<file path="config.mk">
export PLATFORM = sky130hd
export DESIGN_NAME = ea_gen
export DESIGN_NICKNAME = d
export VERILOG_FILES = /design/src/rtl/ea_pkg.sv /design/src/rtl/ea_mode_ctrl.sv /design/src/rtl/ea_step.sv /design/src/rtl/ea_sum.sv /design/src/rtl/ea_gen.sv
export SDC_FILE = /design/constraint.sdc
export NUM_CORES = 1
export LEC_CHECK = 0
export ABC_AREA = 1
export BUFFER_PORTS_ARGS = -buffer_cell sky130_fd_sc_hd__buf_2
export CELL_PAD_IN_SITES_DETAIL_PLACEMENT = 2
export CELL_PAD_IN_SITES_GLOBAL_PLACEMENT = 2
export CORE_MARGIN = 5
export CORE_UTILIZATION = 25
export DETAILED_ROUTE_END_ITERATION = 8
export GPL_TIMING_DRIVEN = 0
export HOLD_SLACK_MARGIN = 0.02
export PLACE_DENSITY = 0.82
export SLEW_MARGIN = 40
export SYNTH_ARGS = -nofsm -noshare
export SYNTH_HDL_FRONTEND = slang
export SYNTH_SLANG_ARGS = --single-unit
</file>
<file path="constraint.sdc">
create_clock -name clk -period 2.7 [get_ports clk]
set_input_delay 0.27 -clock clk [delete_from_list [all_inputs] [get_ports clk]]
set_output_delay 0.27 -clock clk [all_outputs]
set_load 0.005 [all_outputs]
</file>
<file path="src/rtl/ea_pkg.sv">
package ea_pkg;

    localparam int MODE_W = 4;

    localparam logic [MODE_W-1:0] AM_REG   = 4'd0;
    localparam logic [MODE_W-1:0] AM_ABS   = 4'd1;
    localparam logic [MODE_W-1:0] AM_IMM   = 4'd2;
    localparam logic [MODE_W-1:0] AM_RIND  = 4'd3;
    localparam logic [MODE_W-1:0] AM_MIND  = 4'd4;
    localparam logic [MODE_W-1:0] AM_IDX   = 4'd5;
    localparam logic [MODE_W-1:0] AM_BIDX  = 4'd6;
    localparam logic [MODE_W-1:0] AM_BIDXO = 4'd7;
    localparam logic [MODE_W-1:0] AM_REL   = 4'd8;
    localparam logic [MODE_W-1:0] AM_AINC  = 4'd9;
    localparam logic [MODE_W-1:0] AM_ADEC  = 4'd10;

    // Term selection and side effects decoded from the mode field
    typedef struct packed {
        logic use_x;
        logic use_ri;
        logic use_rj;
        logic use_pc;
        logic use_dec;
        logic mem;
        logic second;
        logic wb;
        logic bad;
    } ea_ctrl_t;

endpackage

</file>
<file path="src/rtl/ea_mode_ctrl.sv">
module ea_mode_ctrl
    import ea_pkg::*;
(
    input  logic [MODE_W-1:0] mode,
    input  logic              is_dest,
    output ea_ctrl_t          ctrl
);

    always_comb begin
        ctrl = '0;
        unique case (mode)
            AM_REG: begin
            end
            AM_ABS: begin
                ctrl.use_x = 1'b1;
                ctrl.mem   = 1'b1;
            end
            AM_IMM: begin
                ctrl.bad = is_dest;
            end
            AM_RIND: begin
                ctrl.use_ri = 1'b1;
                ctrl.mem    = 1'b1;
            end
            AM_MIND: begin
                ctrl.use_x  = 1'b1;
                ctrl.mem    = 1'b1;
                ctrl.second = 1'b1;
            end
            AM_IDX: begin
                ctrl.use_x  = 1'b1;
                ctrl.use_ri = 1'b1;
                ctrl.mem    = 1'b1;
            end
            AM_BIDX: begin
                ctrl.use_ri = 1'b1;
                ctrl.use_rj = 1'b1;
                ctrl.mem    = 1'b1;
            end
            AM_BIDXO: begin
                ctrl.use_x  = 1'b1;
                ctrl.use_ri = 1'b1;
                ctrl.use_rj = 1'b1;
                ctrl.mem    = 1'b1;
            end
            AM_REL: begin
                ctrl.use_x  = 1'b1;
                ctrl.use_pc = 1'b1;
                ctrl.mem    = 1'b1;
            end
            AM_AINC: begin
                ctrl.use_ri = 1'b1;
                ctrl.mem    = 1'b1;
                ctrl.wb     = 1'b1;
            end
            AM_ADEC: begin
                ctrl.use_ri  = 1'b1;
                ctrl.use_dec = 1'b1;
                ctrl.mem     = 1'b1;
                ctrl.wb      = 1'b1;
            end
            default: begin
                ctrl.bad = 1'b1;
            end
        endcase
    end

endmodule

</file>
<file path="src/rtl/ea_step.sv">
module ea_step #(
    parameter int AW = 16
) (
    input  logic [1:0]    op_size,
    input  logic [AW-1:0] ri_val,
    output logic [AW-1:0] neg_step,
    output logic [AW-1:0] ri_inc,
    output logic [AW-1:0] ri_dec
);

    logic [AW-1:0] step;

    always_comb begin
        step = '0;
        unique case (op_size)
            2'd0:    step[0] = 1'b1;
            2'd1:    step[1] = 1'b1;
            default: step[2] = 1'b1;
        endcase
        neg_step = (~step) + AW'(1);
        ri_inc   = ri_val + step;
        ri_dec   = ri_val + neg_step;
    end

endmodule

</file>
<file path="src/rtl/ea_sum.sv">
module ea_sum #(
    parameter int AW = 16,
    parameter int NT = 3
) (
    input  logic [NT-1:0][AW-1:0] terms,
    output logic [AW-1:0]         sum
);

    logic [NT:0][AW-1:0] acc;

    assign acc[0] = '0;

    for (genvar g = 0; g < NT; g++) begin : g_term
        assign acc[g+1] = acc[g] + terms[g];
    end

    assign sum = acc[NT];

endmodule

</file>
<file path="src/rtl/ea_gen.sv">
module ea_gen
    import ea_pkg::*;
#(
    parameter int AW = 16,
    parameter int XW = 12
) (
    input  logic              clk,
    input  logic              rst_n,
    input  logic              in_valid,
    input  logic [MODE_W-1:0] mode,
    input  logic              is_dest,
    input  logic [1:0]        op_size,
    input  logic [XW-1:0]     const_x,
    input  logic [AW-1:0]     ri_val,
    input  logic [AW-1:0]     rj_val,
    input  logic [AW-1:0]     pc_val,
    output logic              out_valid,
    output logic [AW-1:0]     ea,
    output logic              need_mem,
    output logic              need_second,
    output logic              wb_en,
    output logic [AW-1:0]     wb_val,
    output logic              illegal
);

    localparam int NTERM = 3;

    typedef struct packed {
        logic          vld;
        logic [AW-1:0] ea;
        logic          mem;
        logic          sec;
        logic          wb;
        logic [AW-1:0] wbv;
        logic          bad;
    } ea_out_t;

    ea_ctrl_t             ctl;
    logic [AW-1:0]        x_ext;
    logic [AW-1:0]        neg_step;
    logic [AW-1:0]        ri_inc;
    logic [AW-1:0]        ri_dec;
    logic [NTERM-1:0][AW-1:0] terms;
    logic [AW-1:0]        sum;
    ea_out_t              res_d;
    ea_out_t              res_q;

    // Constant widening: sign-extend when narrower, otherwise keep low bits
    if (XW < AW) begin : g_sext
        assign x_ext = {{(AW-XW){const_x[XW-1]}}, const_x};
    end else begin : g_trunc
        assign x_ext = const_x[AW-1:0];
    end

    ea_mode_ctrl i_ctrl (
        .mode    (mode),
        .is_dest (is_dest),
        .ctrl    (ctl)
    );

    ea_step #(.AW(AW)) i_step (
        .op_size  (op_size),
        .ri_val   (ri_val),
        .neg_step (neg_step),
        .ri_inc   (ri_inc),
        .ri_dec   (ri_dec)
    );

    always_comb begin
        terms[0] = ctl.use_x  ? x_ext  : '0;
        terms[1] = ctl.use_ri ? ri_val : '0;
        if (ctl.use_rj) begin
            terms[2] = rj_val;
        end else if (ctl.use_pc) begin
            terms[2] = pc_val;
        end else if (ctl.use_dec) begin
            terms[2] = neg_step;
        end else begin
            terms[2] = '0;
        end
    end

    ea_sum #(.AW(AW), .NT(NTERM)) i_sum (
        .terms (terms),
        .sum   (sum)
    );

    always_comb begin
        res_d = '0;
        if (in_valid) begin
            res_d.vld = 1'b1;
            if (ctl.bad) begin
                res_d.bad = 1'b1;
            end else begin
                res_d.ea  = sum;
                res_d.mem = ctl.mem;
                res_d.sec = ctl.second;
                res_d.wb  = ctl.wb;
                if (ctl.wb) begin
                    res_d.wbv = ctl.use_dec ? ri_dec : ri_inc;
                end
            end
        end
    end

    always_ff @(posedge clk) begin
        if (!rst_n) begin
            res_q <= '0;
        end else begin
            res_q <= res_d;
        end
    end

    assign out_valid   = res_q.vld;
    assign ea          = res_q.ea;
    assign need_mem    = res_q.mem;
    assign need_second = res_q.sec;
    assign wb_en       = res_q.wb;
    assign wb_val      = res_q.wbv;
    assign illegal     = res_q.bad;

endmodule

</file>
======== After elaboration in Yosys (flattened, before gate mapping) ========
Index checks and enable logic that the tools add are counted.
storage, ports and cells
  bits in registers ....................... 37
  output and inout port bits .............. 37
  word-level logic and storage cells ...... 61
cells by class
  add/subtract/negate cells ............... 5
  eq/ne operators ......................... 11
  multiplexer cells ....................... 22
  bitwise gates (word level) .............. 4
  reductions and logical operators ........ 12
operators by type and width
  kind                   number
  $mux 16                7
  $add 16x16->16         3
  $mux 37                1
  $mux 35                1
  $add 16x1->16 const B  1
  $add 16x3->16          1
  $eq 4x3->1 const B     4
  $not 3->16             1
  $eq 4x4->1 const B     3
  $mux 1                 12
  $reduce_or 10->1       1
  $reduce_or 9->1        1
  $eq 4x2->1 const B     2
  $reduce_or 2->1        3
  $reduce_or 6->1        1
  $reduce_or 5->1        1
  $eq 4x1->1 const B     1
  $logic_not 4->1        1
  $reduce_or 4->1        1
  $not 1->1              3
  $reduce_or 3->1        1
  $eq 2x1->1 const B     1
  $logic_not 2->1        1
  $pmux 1 s2             1
  $reduce_and 2->1       1

======== Depth between registers and ports, before layout ========
  depth after elaboration ................. 11
  depth in mapped cells ................... 23

======== Cells and area by module ========
A second synthesis with hierarchy kept.
unflattened totals
  cells, all modules ...................... 762
  area, all modules ....................... 4370.4 um^2
modules (own cells, without submodules)
  module        times used  cells each  area each (um^2)
  ea_gen        1           329         1938.1
  ea_sum        1           196         1251.2
  ea_step       1           204         1038.5
  ea_mode_ctrl  1           33          142.6

======== Least setup slack after synthesis ========
No wires, ideal clock.
  path type ............................... input-to-reg
  start ................................... input port mode[1]
  end ..................................... register res_q, in the netlist ea[15]
  setup time .............................. 0.115 ns
  arrival ................................. 2.819 ns
  setup slack ............................. -0.233 ns
  stages .................................. 21
  buffers on the path ..................... 2
  path through ............................ buf_6 inv_1 nand3_1 nand2_2 clkbuf_1 nand2_1 fa_1 inv_1 ha_1 inv_1 fa_1 inv_1 nand3_1 nand2_1 nand3_1 nand2_1 nand3_1 nand2_1 nand3_1 nand2_1 nor2_1
between the ends
  longest elaborated chain between the ends .. 6
  elaborated cells on any way between the ends .. 29
  classes of those cells .................. add/sub: 2; eq/ne: 10; mux: 11; reduce/logical: 6
ends and longest elaborated chain
  what                                                      line                                      RTL
  start: declaration                                        ea_gen.sv:10                              input logic [MODE_W-1:0] mode,
  $eq 4x2->1 (tied with other cells)                        ea_mode_ctrl.sv:11                        unique case (mode)
  $reduce_or 6->1 (no source line) (tied with other cells)  -
  $mux 1 or $mux 16 (tied branches)                         ea_mode_ctrl.sv:11, ea_gen.sv:76
  $mux 16, on equally long branches                         ea_gen.sv:71, ea_gen.sv:70, ea_gen.sv:74
  $add 16x16->16 or $mux 16 (tied branches)                 ea_sum.sv:14, ea_gen.sv:72
  $add 16x16->16                                            ea_sum.sv:14                              assign acc[g+1] = acc[g] + terms[g];
  end signal: assignment                                    ea_gen.sv:110                             res_q <= res_d;
  end: declaration                                          ea_gen.sv:46                              ea_out_t res_q;
Parallel ways exist; a longest one is shown, timed or not.
A chain may end at the register's enable or synchronous reset.

======== Worst setup path after layout ========
  start ................................... input port mode[0]
  end ..................................... register res_q, in the netlist ea[15]
The elaborated chain is that of the path after synthesis.

==> metrics.txt <==
Internal Power=1.29 mW; hold crit path type=in2reg; grt total ovfl=0; switching part of the total=between 40% and 50%; hold_ws=299 ps; worst-path cell chain=buf_8 -> inv_8 -> buf_6 -> nand2_8 -> nand3_4 -> inv_4 -> clkbuf_4 -> nand2_1 -> fa_1 -> inv_1 -> ha_4 -> nand2_2 -> o21ai_0 -> a21oi_1 -> nand2_2 -> nand3_2 -> nand2_1 -> nor2_1; Die W=125 µm; worst path bufs/invs=6; Hold EP=out_valid; largest net degree at the start of global routing=22; TritonCTS buffer count=5; DP Wirelength=11400 µm; Area growth syn-to-layout=56.4%; Clk network pwr share=28.0%; die area=15600 µm²; CP Class=in2reg; Psw=0.887 mW; CP Depth=18; DR pass1 iterations=4; ys async rst share=0%; max frequency=approximately 0.34 GHz; Worst Path Required=slightly below 3000 ps; final antenna-violating net count=0; Fin. Hold Viols=0; area leader, netlist=dfxtp_1; max cap viols=0; Ports=between 100 and 150; Core Util, Final=39.4%; critical path's slowest cell=fa_1; Setup crit start kind=primary input; Max-Slew Margin vs Limit=70.1%; total wire length=around 20000 µm; met2 WL post-DR=between 10000 and 15000 µm; leakage power=2.61 nW; Hold Path Cell Cnt=3; core area=13100 µm²; residual DRC count=0; Seq pwr share=a little over a quarter; CTS tree=done; Top delay family on crit path=adder cells; met3 wire len=910 µm; Top Metal Used=met4; setup violators final=10; port bufs=~110; Final min period=2940 ps; Comb power frac=45.6%; Clock transition at path regs=70 ps; worst IR drop on VDD=approximately 0.00021 V; CTS Root Cell=clkbuf_16; post-synth top area share=22.5%; max incr delay on CP=560 ps; Max clock buf depth=2; non-filler instance count after layout=797; RSZ-0062 raised after global routing=yes; status=complete, but fails checks; Yosys Warn Count=0; vias in the first global route=4523; Netlist cell types=37; share of cells above drive strength 1=44.7%; Metal-1 WL=7350 µm; dominant cells by area after synthesis=dfxtp_1 22%, nand2_1 12%, ha_1 11%; via count=4188; PnR worst setup slack=-237 ps; Mean Syn Cell Area=7.01 µm²; first-pass GRT wire length=25100 µm; placed cells=around 750; H-tree depth=2; filler cell count=1470; EDFF count, synth=0; Syn Nets=587; gpl congestion=0.852; Initial DRC Count=249; worst hold start=rst_n; die height=between 100 and 150 µm; Seq/Total Area, Yosys=22.5%; CP Max Fanout=5; Post-Syn Instances=470; Final period util=109%; fin. max-slew vios=0; Syn Std Cell Area=3300 µm²; CTS sink cnt=37; pwr dens=422 nW/µm²; Main synth FF type=dfxtp_1; CP endpoint kind=register; Nets=between 700 and 800; DP Worst Slack=-749 ps; via/cell ratio=between 5 and 6; violated checks=negative setup slack; Initial Util=25.2%; Critical Path AT=3130 ps; Site Rows=42; Yosys reg bits=37; routed len/inst=about 25 µm; initial antenna violation count=2; Worst-Margin Slew=444 ps; GRT Total Usage=between 20% and 30%
[tightest hold or removal path, delay by kind of cell]
| kind | cells | cell delay, ps |
|---|---|---|
| AND/OR/NAND/NOR | 1 | 120 |
| buffers and inverters | 2 | 170 |
[metrics by stage]
step	setup TNS (ps)	total power, mW	cell area (µm²)
final	-853	2.18	5150
after global routing	-1790	2.27	5150
after CTS	-3.00	1.93	4730
after detailed placement	-6900	1.23	4140
after global placement	-4510	1.19	4140
after floorplan	0	0.994	3390
[area by class of cell]
cell class / count / area, µm² / area share, %
diodes: 2 / 5.00 / 0.0971
plain buffers: 7 / 91.3 / 1.77
clock buffers: 5 / 125 / 2.43
clock inverters: 3 / 17.5 / 0.340
inverters: 70 / 295 / 5.73
multi-input cells: 356 / 2810 / 54.5
flip-flops and latches: 37 / 741 / 14.4
well taps: 176 / 220 / 4.27
repair buffers: 141 / 851 / 16.5
[registers in the layout, indices dropped and copies added (netlist names)]
name,count
need_mem,1
ea,16
wb_val,16
illegal,1
out_valid,1
wb_en,1
need_second,1
[synth_stat cells, types with 2 or more instances]
| master | number |
|---|---|
| a21o_1 | 6 |
| a21oi_1 | 48 |
| a21oi_2 | 4 |
| a221oi_1 | 10 |
| buf_2 | 2 |
| buf_6 | 3 |
| clkbuf_1 | 2 |
| dfxtp_1 | 37 |
| fa_1 | 17 |
| ha_1 | 30 |
| inv_1 | 65 |
| inv_2 | 5 |
| nand2_1 | 104 |
| nand2_2 | 2 |
| nand3_1 | 40 |
| nand3b_1 | 2 |
| nand4_1 | 5 |
| nor2_1 | 40 |
| nor2_2 | 2 |
| nor3_1 | 4 |
| o21ai_0 | 20 |
| o21bai_1 | 2 |
| or2_2 | 4 |
| xor2_1 | 3 |
[worst max path at each step]
stage	from	end	slack, ps
floorplan	mode[1]	ea[15]	0.7
global placement	mode[3]	ea[15]	-560
detailed placement	mode[3]	ea[15]	-750
CTS	mode[3]	ea[15]	-3
global route	mode[0]	ea[15]	-290
finish	mode[0]	ea[15]	-240
[power groups by stage]
stage	registers [mW]	clock network, mW	logic (mW)
after global placement	0.584	0	0.605
after global routing	0.575	0.641	1.06
after floorplan	0.589	0	0.405
final	0.573	0.610	0.993
after CTS	0.573	0.618	0.744
after detailed placement	0.585	0	0.648
[logic make-up after synthesis]
logic type	count (synthesis)	synth area share, %
xor+xnor	4	1.06
compound gates	99	18.3
simple gates	206	26.9
fa+ha+maj	47	21.7
flops	37	22.5
buf+inv	77	9.53
[routing by layer]
| layer | track usage (%) | vias up |
|---|---|---|
| met2 | 39.7 | 150 |
| met5 | 0 | - |
| met3 | 3.30 | 81 |
| met4 | 8.99 | 0 |
| met1 | 21.5 | 2087 |
| li1 | - | 1870 |
[cell usage in the layout, fill, tap and decap left out, drive strengths merged]
cell and n:
xnor2 1, o21a 1, nand3 41, clkbuf 8, a21o 6, nor2 43, o21bai 2, o221ai 1
diode 2, nand2 106, o21ai 21, nand3b 2, a21boi 1, a21oi 52, o211ai 1, xor2 3
a31o 1, fa 17, dfxtp 37, nor3 5, o221a 1, o22ai 1, or2 4, a221oi 10
nand4 5, buf 145, inv 70, clkinvlp 1, clkinv 2, a31oi 1, ha 30
[what timing repair did]
item	CTS	global route
hold buffers	0	0
endpoints found under the setup margin	11	10
setup buffers	23	11
cloned	2	0
pin swaps	17	25
resized for setup	71	72
No activity file was read; power rests on OpenSTA's default activity.
